===== config.mk =====
export PLATFORM = sky130hd
export DESIGN_NAME = mem_field_ctl
export DESIGN_NICKNAME = d
export VERILOG_FILES = /design/src/rtl/mfc_pkg.sv /design/src/rtl/mfc_decode.sv /design/src/rtl/mfc_regs.sv /design/src/rtl/mfc_acmux.sv /design/src/rtl/mem_field_ctl.sv
export SDC_FILE = /design/constraint.sdc
export NUM_CORES = 1
export LEC_CHECK = 0
export CORE_MARGIN = 2
export CORE_UTILIZATION = 34
export DETAILED_ROUTE_END_ITERATION = 7
export HOLD_SLACK_MARGIN = 0.15
export PLACE_DENSITY_LB_ADDON = 0.3
export SYNTH_ARGS = -nofsm -noshare
export SYNTH_HDL_FRONTEND = slang
export SYNTH_SLANG_ARGS = --single-unit

===== constraint.sdc =====
create_clock -name clk -period 3 [get_ports clk]
set_input_delay 0.6 -clock clk [delete_from_list [all_inputs] [get_ports clk]]
set_output_delay 0.6 -clock clk [all_outputs]
set_load 0.02 [all_outputs]

===== src/rtl/mfc_pkg.sv =====
package mfc_pkg;

  localparam int WORD_W  = 12;
  localparam int FUNC_W  = 3;
  localparam int OPSEL_W = WORD_W - 2 * FUNC_W;
  localparam int SF_W    = 2;

  // bit positions counted from the MSB, as the instruction set numbers them
  localparam int FLD_BIT    = 8;
  localparam int CLR_A_BIT  = 6;
  localparam int CLR_B_BIT  = 7;
  localparam int SAVE_HI_BIT = 11;

  typedef struct packed {
    logic cdf;
    logic cif;
    logic rdf;
    logic rif;
    logic rib;
    logic rmf;
    logic fld;
  } mfc_op_t;

  function automatic int vidx(input int msb_bit);
    return WORD_W - 1 - msb_bit;
  endfunction

  function automatic logic [WORD_W-1:0] put_field(input logic [WORD_W-1:0] ac,
                                                 input logic f);
    logic [WORD_W-1:0] r;
    r = ac;
    r[vidx(CLR_A_BIT)] = 1'b0;
    r[vidx(CLR_B_BIT)] = 1'b0;
    r[vidx(FLD_BIT)]   = f;
    return r;
  endfunction

  function automatic logic [WORD_W-1:0] put_saved(input logic [WORD_W-1:0] ac,
                                                 input logic [SF_W-1:0] sf);
    logic [WORD_W-1:0] r;
    r = ac;
    r[vidx(FLD_BIT)]     = sf[0];
    r[vidx(SAVE_HI_BIT)] = sf[1];
    return r;
  endfunction

endpackage


===== src/rtl/mfc_decode.sv =====
module mfc_decode
  import mfc_pkg::*;
#(
  parameter logic [OPSEL_W-1:0] DEV_SEL = 6'o62
) (
  input  logic              iot_strobe,
  input  logic [WORD_W-1:0] instr,
  output mfc_op_t           op
);

  logic              dev_hit;
  logic [FUNC_W-1:0] low_d;
  logic [FUNC_W-1:0] mid_d;

  assign dev_hit = iot_strobe && (instr[WORD_W-1 -: OPSEL_W] == DEV_SEL);
  assign low_d   = instr[FUNC_W-1:0];
  assign mid_d   = instr[2*FUNC_W-1:FUNC_W];

  always_comb begin
    op     = '0;
    op.fld = instr[vidx(FLD_BIT)];
    if (dev_hit) begin
      case (low_d)
        3'd1: op.cdf = 1'b1;
        3'd2: op.cif = 1'b1;
        3'd4: begin
          case (mid_d)
            3'd1:    op.rdf = 1'b1;
            3'd2:    op.rif = 1'b1;
            3'd3:    op.rib = 1'b1;
            3'd4:    op.rmf = 1'b1;
            default: ;
          endcase
        end
        default: ;
      endcase
    end
  end

endmodule


===== src/rtl/mfc_regs.sv =====
module mfc_regs
  import mfc_pkg::*;
(
  input  logic            clk,
  input  logic            rst_n,
  input  logic            clear,
  input  logic            load_addr,
  input  logic            int_entry,
  input  logic            jmp_exec,
  input  logic            op_cdf,
  input  logic            op_cif,
  input  logic            op_rmf,
  input  logic            op_fld,
  input  logic            sw_ifield,
  input  logic            sw_dfield,
  output logic            if_q,
  output logic            ib_q,
  output logic            df_q,
  output logic [SF_W-1:0] sf_q,
  output logic            inh_q
);

  // named events for the checks below
  logic prog_en;
  logic take_int;
  logic take_la;
  assign take_la  = !clear && load_addr;
  assign take_int = !clear && !load_addr && int_entry;
  assign prog_en  = !clear && !load_addr && !int_entry;

  always_ff @(posedge clk or negedge rst_n) begin
    if (!rst_n) begin
      if_q <= 1'b0; ib_q <= 1'b0; df_q <= 1'b0; sf_q <= '0; inh_q <= 1'b0;
    end else if (clear) begin
      if_q <= 1'b0; ib_q <= 1'b0; df_q <= 1'b0; sf_q <= '0; inh_q <= 1'b0;
    end else if (load_addr) begin
      if_q  <= sw_ifield;
      ib_q  <= sw_ifield;
      df_q  <= sw_dfield;
      inh_q <= 1'b0;
    end else if (int_entry) begin
      sf_q <= {df_q, if_q};
      if_q <= 1'b0;
      ib_q <= 1'b0;
      df_q <= 1'b0;
    end else begin
      if (jmp_exec) begin
        if_q  <= ib_q;
        inh_q <= 1'b0;
      end
      if (op_cdf) df_q <= op_fld;
      if (op_cif) begin
        ib_q  <= op_fld;
        inh_q <= 1'b1;
      end
      if (op_rmf) begin
        ib_q <= sf_q[0];
        df_q <= sf_q[1];
      end
    end
  end


  if_follows_ib_chk: assert property (@(posedge clk) disable iff (!rst_n)
    (prog_en && jmp_exec) |=> (if_q == $past(ib_q)));


  if_hold_chk: assert property (@(posedge clk) disable iff (!rst_n)
    (prog_en && !jmp_exec) |=> $stable(if_q));


  int_save_chk: assert property (@(posedge clk) disable iff (!rst_n)
    take_int |=> (sf_q == $past({df_q, if_q})) && !if_q && !ib_q && !df_q);


  inh_hold_chk: assert property (@(posedge clk) disable iff (!rst_n)
    (inh_q && prog_en && !jmp_exec) |=> inh_q);


  la_load_chk: assert property (@(posedge clk) disable iff (!rst_n)
    take_la |=> (if_q == $past(sw_ifield)) && (ib_q == if_q) && !inh_q);


  clear_chk: assert property (@(posedge clk) disable iff (!rst_n)
    clear |=> !if_q && !ib_q && !df_q && (sf_q == '0) && !inh_q);

endmodule


===== src/rtl/mfc_acmux.sv =====
module mfc_acmux
  import mfc_pkg::*;
(
  input  logic [WORD_W-1:0] ac_in,
  input  logic              op_rdf,
  input  logic              op_rif,
  input  logic              op_rib,
  input  logic              if_q,
  input  logic              df_q,
  input  logic [SF_W-1:0]   sf_q,
  output logic [WORD_W-1:0] ac_out,
  output logic              rd_any
);

  assign rd_any = op_rdf || op_rif || op_rib;

  always_comb begin
    if (op_rdf)      ac_out = put_field(ac_in, df_q);
    else if (op_rif) ac_out = put_field(ac_in, if_q);
    else if (op_rib) ac_out = put_saved(ac_in, sf_q);
    else             ac_out = ac_in;
  end

endmodule


===== src/rtl/mem_field_ctl.sv =====
module mem_field_ctl
  import mfc_pkg::*;
#(
  parameter logic [OPSEL_W-1:0] DEV_SEL = 6'o62
) (
  input  logic              clk,
  input  logic              rst_n,
  input  logic              clear,
  input  logic              iot_strobe,
  input  logic [WORD_W-1:0] instr,
  input  logic [WORD_W-1:0] ac_in,
  input  logic              jmp_exec,
  input  logic              int_entry,
  input  logic              load_addr,
  input  logic              sw_ifield,
  input  logic              sw_dfield,
  output logic [WORD_W-1:0] ac_out,
  output logic              ac_load,
  output logic              ac_enable,
  output logic              int_inhibit,
  output logic              ifield,
  output logic              dfield
);

  mfc_op_t         op;
  logic            if_q, ib_q, df_q, inh_q, rd_any;
  logic [SF_W-1:0] sf_q;

  mfc_decode #(.DEV_SEL(DEV_SEL)) u_dec (
    .iot_strobe(iot_strobe), .instr(instr), .op(op)
  );

  mfc_regs u_regs (
    .clk(clk), .rst_n(rst_n), .clear(clear), .load_addr(load_addr),
    .int_entry(int_entry), .jmp_exec(jmp_exec),
    .op_cdf(op.cdf), .op_cif(op.cif), .op_rmf(op.rmf), .op_fld(op.fld),
    .sw_ifield(sw_ifield), .sw_dfield(sw_dfield),
    .if_q(if_q), .ib_q(ib_q), .df_q(df_q), .sf_q(sf_q), .inh_q(inh_q)
  );

  mfc_acmux u_mux (
    .ac_in(ac_in), .op_rdf(op.rdf), .op_rif(op.rif), .op_rib(op.rib),
    .if_q(if_q), .df_q(df_q), .sf_q(sf_q), .ac_out(ac_out), .rd_any(rd_any)
  );

  assign ac_load     = rd_any;
  assign ac_enable   = rd_any;
  assign int_inhibit = inh_q || op.cif;
  assign ifield      = if_q;
  assign dfield      = df_q;


  op_onehot_chk: assert property (@(posedge clk) disable iff (!rst_n)
    $onehot0({op.cdf, op.cif, op.rdf, op.rif, op.rib, op.rmf}));


  acld_strobe_chk: assert property (@(posedge clk) disable iff (!rst_n)
    ac_load |-> iot_strobe);


  acpass_chk: assert property (@(posedge clk) disable iff (!rst_n)
    !ac_load |-> (ac_out == ac_in));


  inh_release_chk: assert property (@(posedge clk) disable iff (!rst_n)
    (jmp_exec && !op.cif && !int_entry && !clear) |=> !inh_q);


  cdf_load_chk: assert property (@(posedge clk) disable iff (!rst_n)
    (op.cdf && !clear && !load_addr && !int_entry) |=> (dfield == $past(op.fld)));

endmodule


==> results.rst, run 1 <==
.. list-table::
   :header-rows: 1

   * - Metric
     - Value
   * - Status
     - finished clean
   * - Routability congestion estimate from global placement
     - slightly below 0.8
   * - Post-synthesis average cell area
     - approximately 8.7 um2
   * - CP startpoint kind
     - input pin
   * - Flops & latches, synth
     - 6
   * - Tightest Pin Transition
     - 0.305 ns
   * - Detail-routed via count per cell
     - ~5.3
   * - Hold slack final
     - between 0.5 and 0.6 ns
   * - Crit path capture type
     - output port
   * - Top cells by area in the synthesized netlist
     - dfrtp_1 25%, buf_4 13%, mux2i_1 6.8%
   * - Num ports
     - 50
   * - CTS tree
     - built
   * - Maximum number of pins on one net before global-route repair
     - 10
   * - Share of the synthesized area in the top cell type
     - 25.5%
   * - Async set-or-reset flop fraction in the synthesized netlist
     - 100%
   * - Part of the Yosys area used for sequential elements
     - around a quarter
   * - Area growth from synthesis to layout
     - 59.2%
   * - Total gr overflow
     - 0
   * - Number of core rows
     - 15
   * - Count of max-cap constraint violations
     - 0
   * - Final cycle utilization of the critical path
     - between 90% and 100%
   * - I/O Buffers
     - 33
   * - Main synth FF type
     - dfrtp_1
   * - Vias
     - about 620
   * - Fin Clk Skew
     - between 0.0015 and 0.002 ns
   * - Setup repair after global routing missed its margin
     - false
   * - Number of design-rule violations left by the first detailed-router iteration
     - 15
   * - Aggregate global-route resource usage
     - 15.5%
   * - Detailed-routing iteration count for the pre-antenna-repair pass
     - 4
   * - Cell type with the highest aggregate area in the netlist
     - dfrtp_1
   * - Number of pins exceeding their max-slew limit in the final report
     - 0
   * - Count of inserted antenna diode cells
     - 0
   * - Width of the die
     - 45.6 um
   * - Clk_lat worst skew
     - around 0.24 ns
   * - Post-Place Worst Slack
     - -0.182 ns
   * - Achievable clock frequency
     - around 0.34 GHz
   * - DRC errors left
     - 0
   * - Initial standard-cell utilization of the core
     - a little over a third
   * - Worst-path fanout max
     - 4
   * - Detailed Route WL
     - 1520 um
   * - CP startpoint
     - instr[0]
   * - Cell area after technology mapping
     - ~590 um2
   * - Clock-pin slew reported for the worst setup and hold paths after clock tree synthesis
     - approximately 0.040 ns
   * - Number of buffers created by CTS
     - 3
   * - Power per standard cell area
     - about 260 nW/um2
   * - Max-Slew Margin vs Limit
     - between 70 and 80%
   * - Delay contributed by the slowest stage of the critical path
     - approximately 0.46 ns
   * - Final design utilization
     - between 50% and 60%
   * - Total power
     - between 0.2 and 0.25 mW
   * - Setup TNS Final
     - 0 ns
   * - Global-route wire length before repair
     - between 2000 and 2500 um
   * - Signal arrival time at the worst endpoint
     - between 2 and 2.5 ns
   * - Area inside the core boundary
     - about 1700 um2
   * - Final worst path period need
     - between 2 and 3 ns
   * - Worst path setup slack after routing
     - between 0.1 and 0.15 ns
   * - Worst supply voltage drop on vdd
     - about 0.18 mV
   * - Critical setup path kind
     - in2out
   * - H-Tree Depth
     - 1
   * - Number of hold violations in the final report
     - 0
   * - Reg-to-reg startpoint
     - u_regs.df_q
   * - Class of the worst hold path
     - reg2reg
   * - Largest buffer count on any clock path
     - 2
   * - Fill cell total of the finished layout
     - approximately 150
   * - Synthesized instance count
     - 68
   * - Mapped Nets
     - roughly 100
   * - Clock sink total
     - 6
   * - Nets@finish
     - 135
   * - Routed WL per cell
     - between 10 and 15 um
   * - Cell Chain, Critical Path
     - clkdlybuf4s50_1 -> nor4b_4 -> and3_4 -> nand3_1 -> mux2_2 -> dlygate4sd2_1
   * - Clock Root Buffer
     - clkbuf_4
   * - Unique cell type count in the Yosys netlist
     - 31
   * - YS warnings
     - 0
   * - Die area
     - between 2000 and 2500 um2
   * - Number of antenna violations at the first check in global routing
     - 0
   * - Slowest-stage cell, CP
     - clkdlybuf4s50_1
   * - Leakage component of the power
     - approximately 0.42 nW
   * - Via count of the first global-routing pass
     - between 500 and 600
   * - Final HPWL DP
     - approximately 1200 um
   * - Count of flip-flops with a built-in enable after synthesis
     - 0
   * - Endpoint required time on the critical path
     - between 2 and 2.5 ns
   * - Sequential cell area
     - ~150 um2
   * - Worst min-delay path startpoint
     - u_regs.sf_q[0]
   * - Post-route antenna net violation count
     - 0
   * - Ratio of cells with drive above 1 in the final layout
     - between 10% and 20%
   * - Footprint of the multi-input gates
     - around 360 um2
   * - Setup-violating endpoint count in the final report
     - 0
   * - Vertical die dimension
     - ~46 um
-- cell usage in the layout, fill, tap and decap left out, drive strengths merged, types with 2 or more instances in the layout --
| cell | netlist | routed |
|---|---|---|
| nand2b | 3 | 3 |
| clkdlybuf4s50 | 0 | 26 |
| a22oi | 2 | 2 |
| inv | 2 | 2 |
| o21ai | 2 | 2 |
| buf | 12 | 8 |
| dfrtp | 6 | 6 |
| nor4b | 2 | 2 |
| nand3 | 2 | 2 |
| nor4 | 2 | 2 |
| nor2 | 6 | 6 |
| a21o | 2 | 2 |
| dlygate4sd2 | 0 | 7 |
| nor3 | 2 | 2 |
| o21a | 2 | 2 |
| nor3b | 2 | 2 |
| nand2 | 2 | 2 |
| mux2i | 4 | 4 |
| mux2 | 3 | 3 |
| clkbuf | 0 | 3 |
| nand4 | 2 | 2 |
-- worst paths after layout --
path                                   to  slack, ns  cells after the start
setup / recovery                ac_out[0]       0.10                      6
hold / removal             u_regs.sf_q[0]       0.56                      2
setup reg to reg              u_regs.df_q       1.88                      3
hold reg to reg            u_regs.sf_q[0]       0.56                      2
max in group asynchronous     u_regs.ib_q       2.21                      1
min in group asynchronous     u_regs.df_q       0.59                      1
-- synthesized netlist by cell type (2+ instances only) --
| library cell | count |
|---|---|
| o21ai_0 | 2 |
| inv_1 | 2 |
| nor3b_1 | 2 |
| nand2b_1 | 3 |
| a22oi_1 | 2 |
| nor4_1 | 2 |
| nor3_1 | 2 |
| mux2_2 | 3 |
| nand4_1 | 2 |
| dfrtp_1 | 6 |
| nand3_1 | 2 |
| nand2_1 | 2 |
| o21a_1 | 2 |
| a21o_1 | 2 |
| mux2i_1 | 4 |
| nor2_1 | 6 |
| buf_4 | 10 |
-- routing by layer --
layer | wire length, um | global-route usage (%)
met1 | 637 | 18.5
met2 | 767 | 25.6
met3 | 114 | 3.97
met4 | 0 | 7.06
met5 | 0 | 0
-- through the flow --
step	instances	cell area (um2)
floorplan	68	589
global placement	113	903
detailed placement	113	903
CTS	116	922
global route	117	938
finish	117	938
-- critical path, delay by kind of cell --
family | cells | cell delay, ns
buffers and inverters | 2 | 0.78
muxes | 1 | 0.28
and+or+nand+nor | 3 | 0.64
-- registers in the layout, summed over array words and instances (netlist names) --
signal / flops
u_regs.if_q: 1
u_regs.df_q: 1
u_regs.sf_q: 2
u_regs.inh_q: 1
u_regs.ib_q: 1
-- power by group --
part	total (mW)	switching (mW)	leakage (nW)	internal, mW
sequential	0.0881	0.00313	0.0808	0.0850
combinational	0.0838	0.0328	0.323	0.0510
clock	0.0713	0.0262	0.0138	0.0451
total	0.243	0.0622	0.417	0.181
-- final cells by class --
class	count	area share, %
inverter	2	0.800
timing repair buffer	41	40.7
tap	17	2.27
multi-input combinational	48	37.9
sequential	6	16.0
clock buffer	3	2.40
-- logic make-up (layout without fill, tap and decap cells) --
family	Yosys count	count (layout)	share of synthesized area, %
flip-flops	6	6	25.5
XOR/XNOR	1	1	1.49
AND/OR/NAND/NOR	28	28	29.3
AO/OA/AOI/OAI	12	12	14.6
buffers and inverters	14	46	16.6
multiplexers	7	7	12.5
-- repair_timing --
action	4_1_cts	5_1_grt
hold buffers	0	0
resized for setup	8	1
buffers inserted	0	1
endpoints found under the setup margin	6	4
pin swaps	0	1
Note: power is estimated with default switching activity, not from simulation.
==> run 2: changes to the inputs <==
--- a/config.mk
+++ b/config.mk
@@ -9,6 +9,7 @@
 export CORE_UTILIZATION = 34
 export DETAILED_ROUTE_END_ITERATION = 7
 export HOLD_SLACK_MARGIN = 0.15
+export MAX_ROUTING_LAYER = met4
 export PLACE_DENSITY_LB_ADDON = 0.3
 export SYNTH_ARGS = -nofsm -noshare
 export SYNTH_HDL_FRONTEND = slang
==> results of run 2 <==
The final DEF is identical to that of run 1; final timing and power are the same.
Main changes from that run: final weighted congestion in routability-driven placement 0.775 -> 0.785; overall routing resource usage 15.5% -> 15.9%
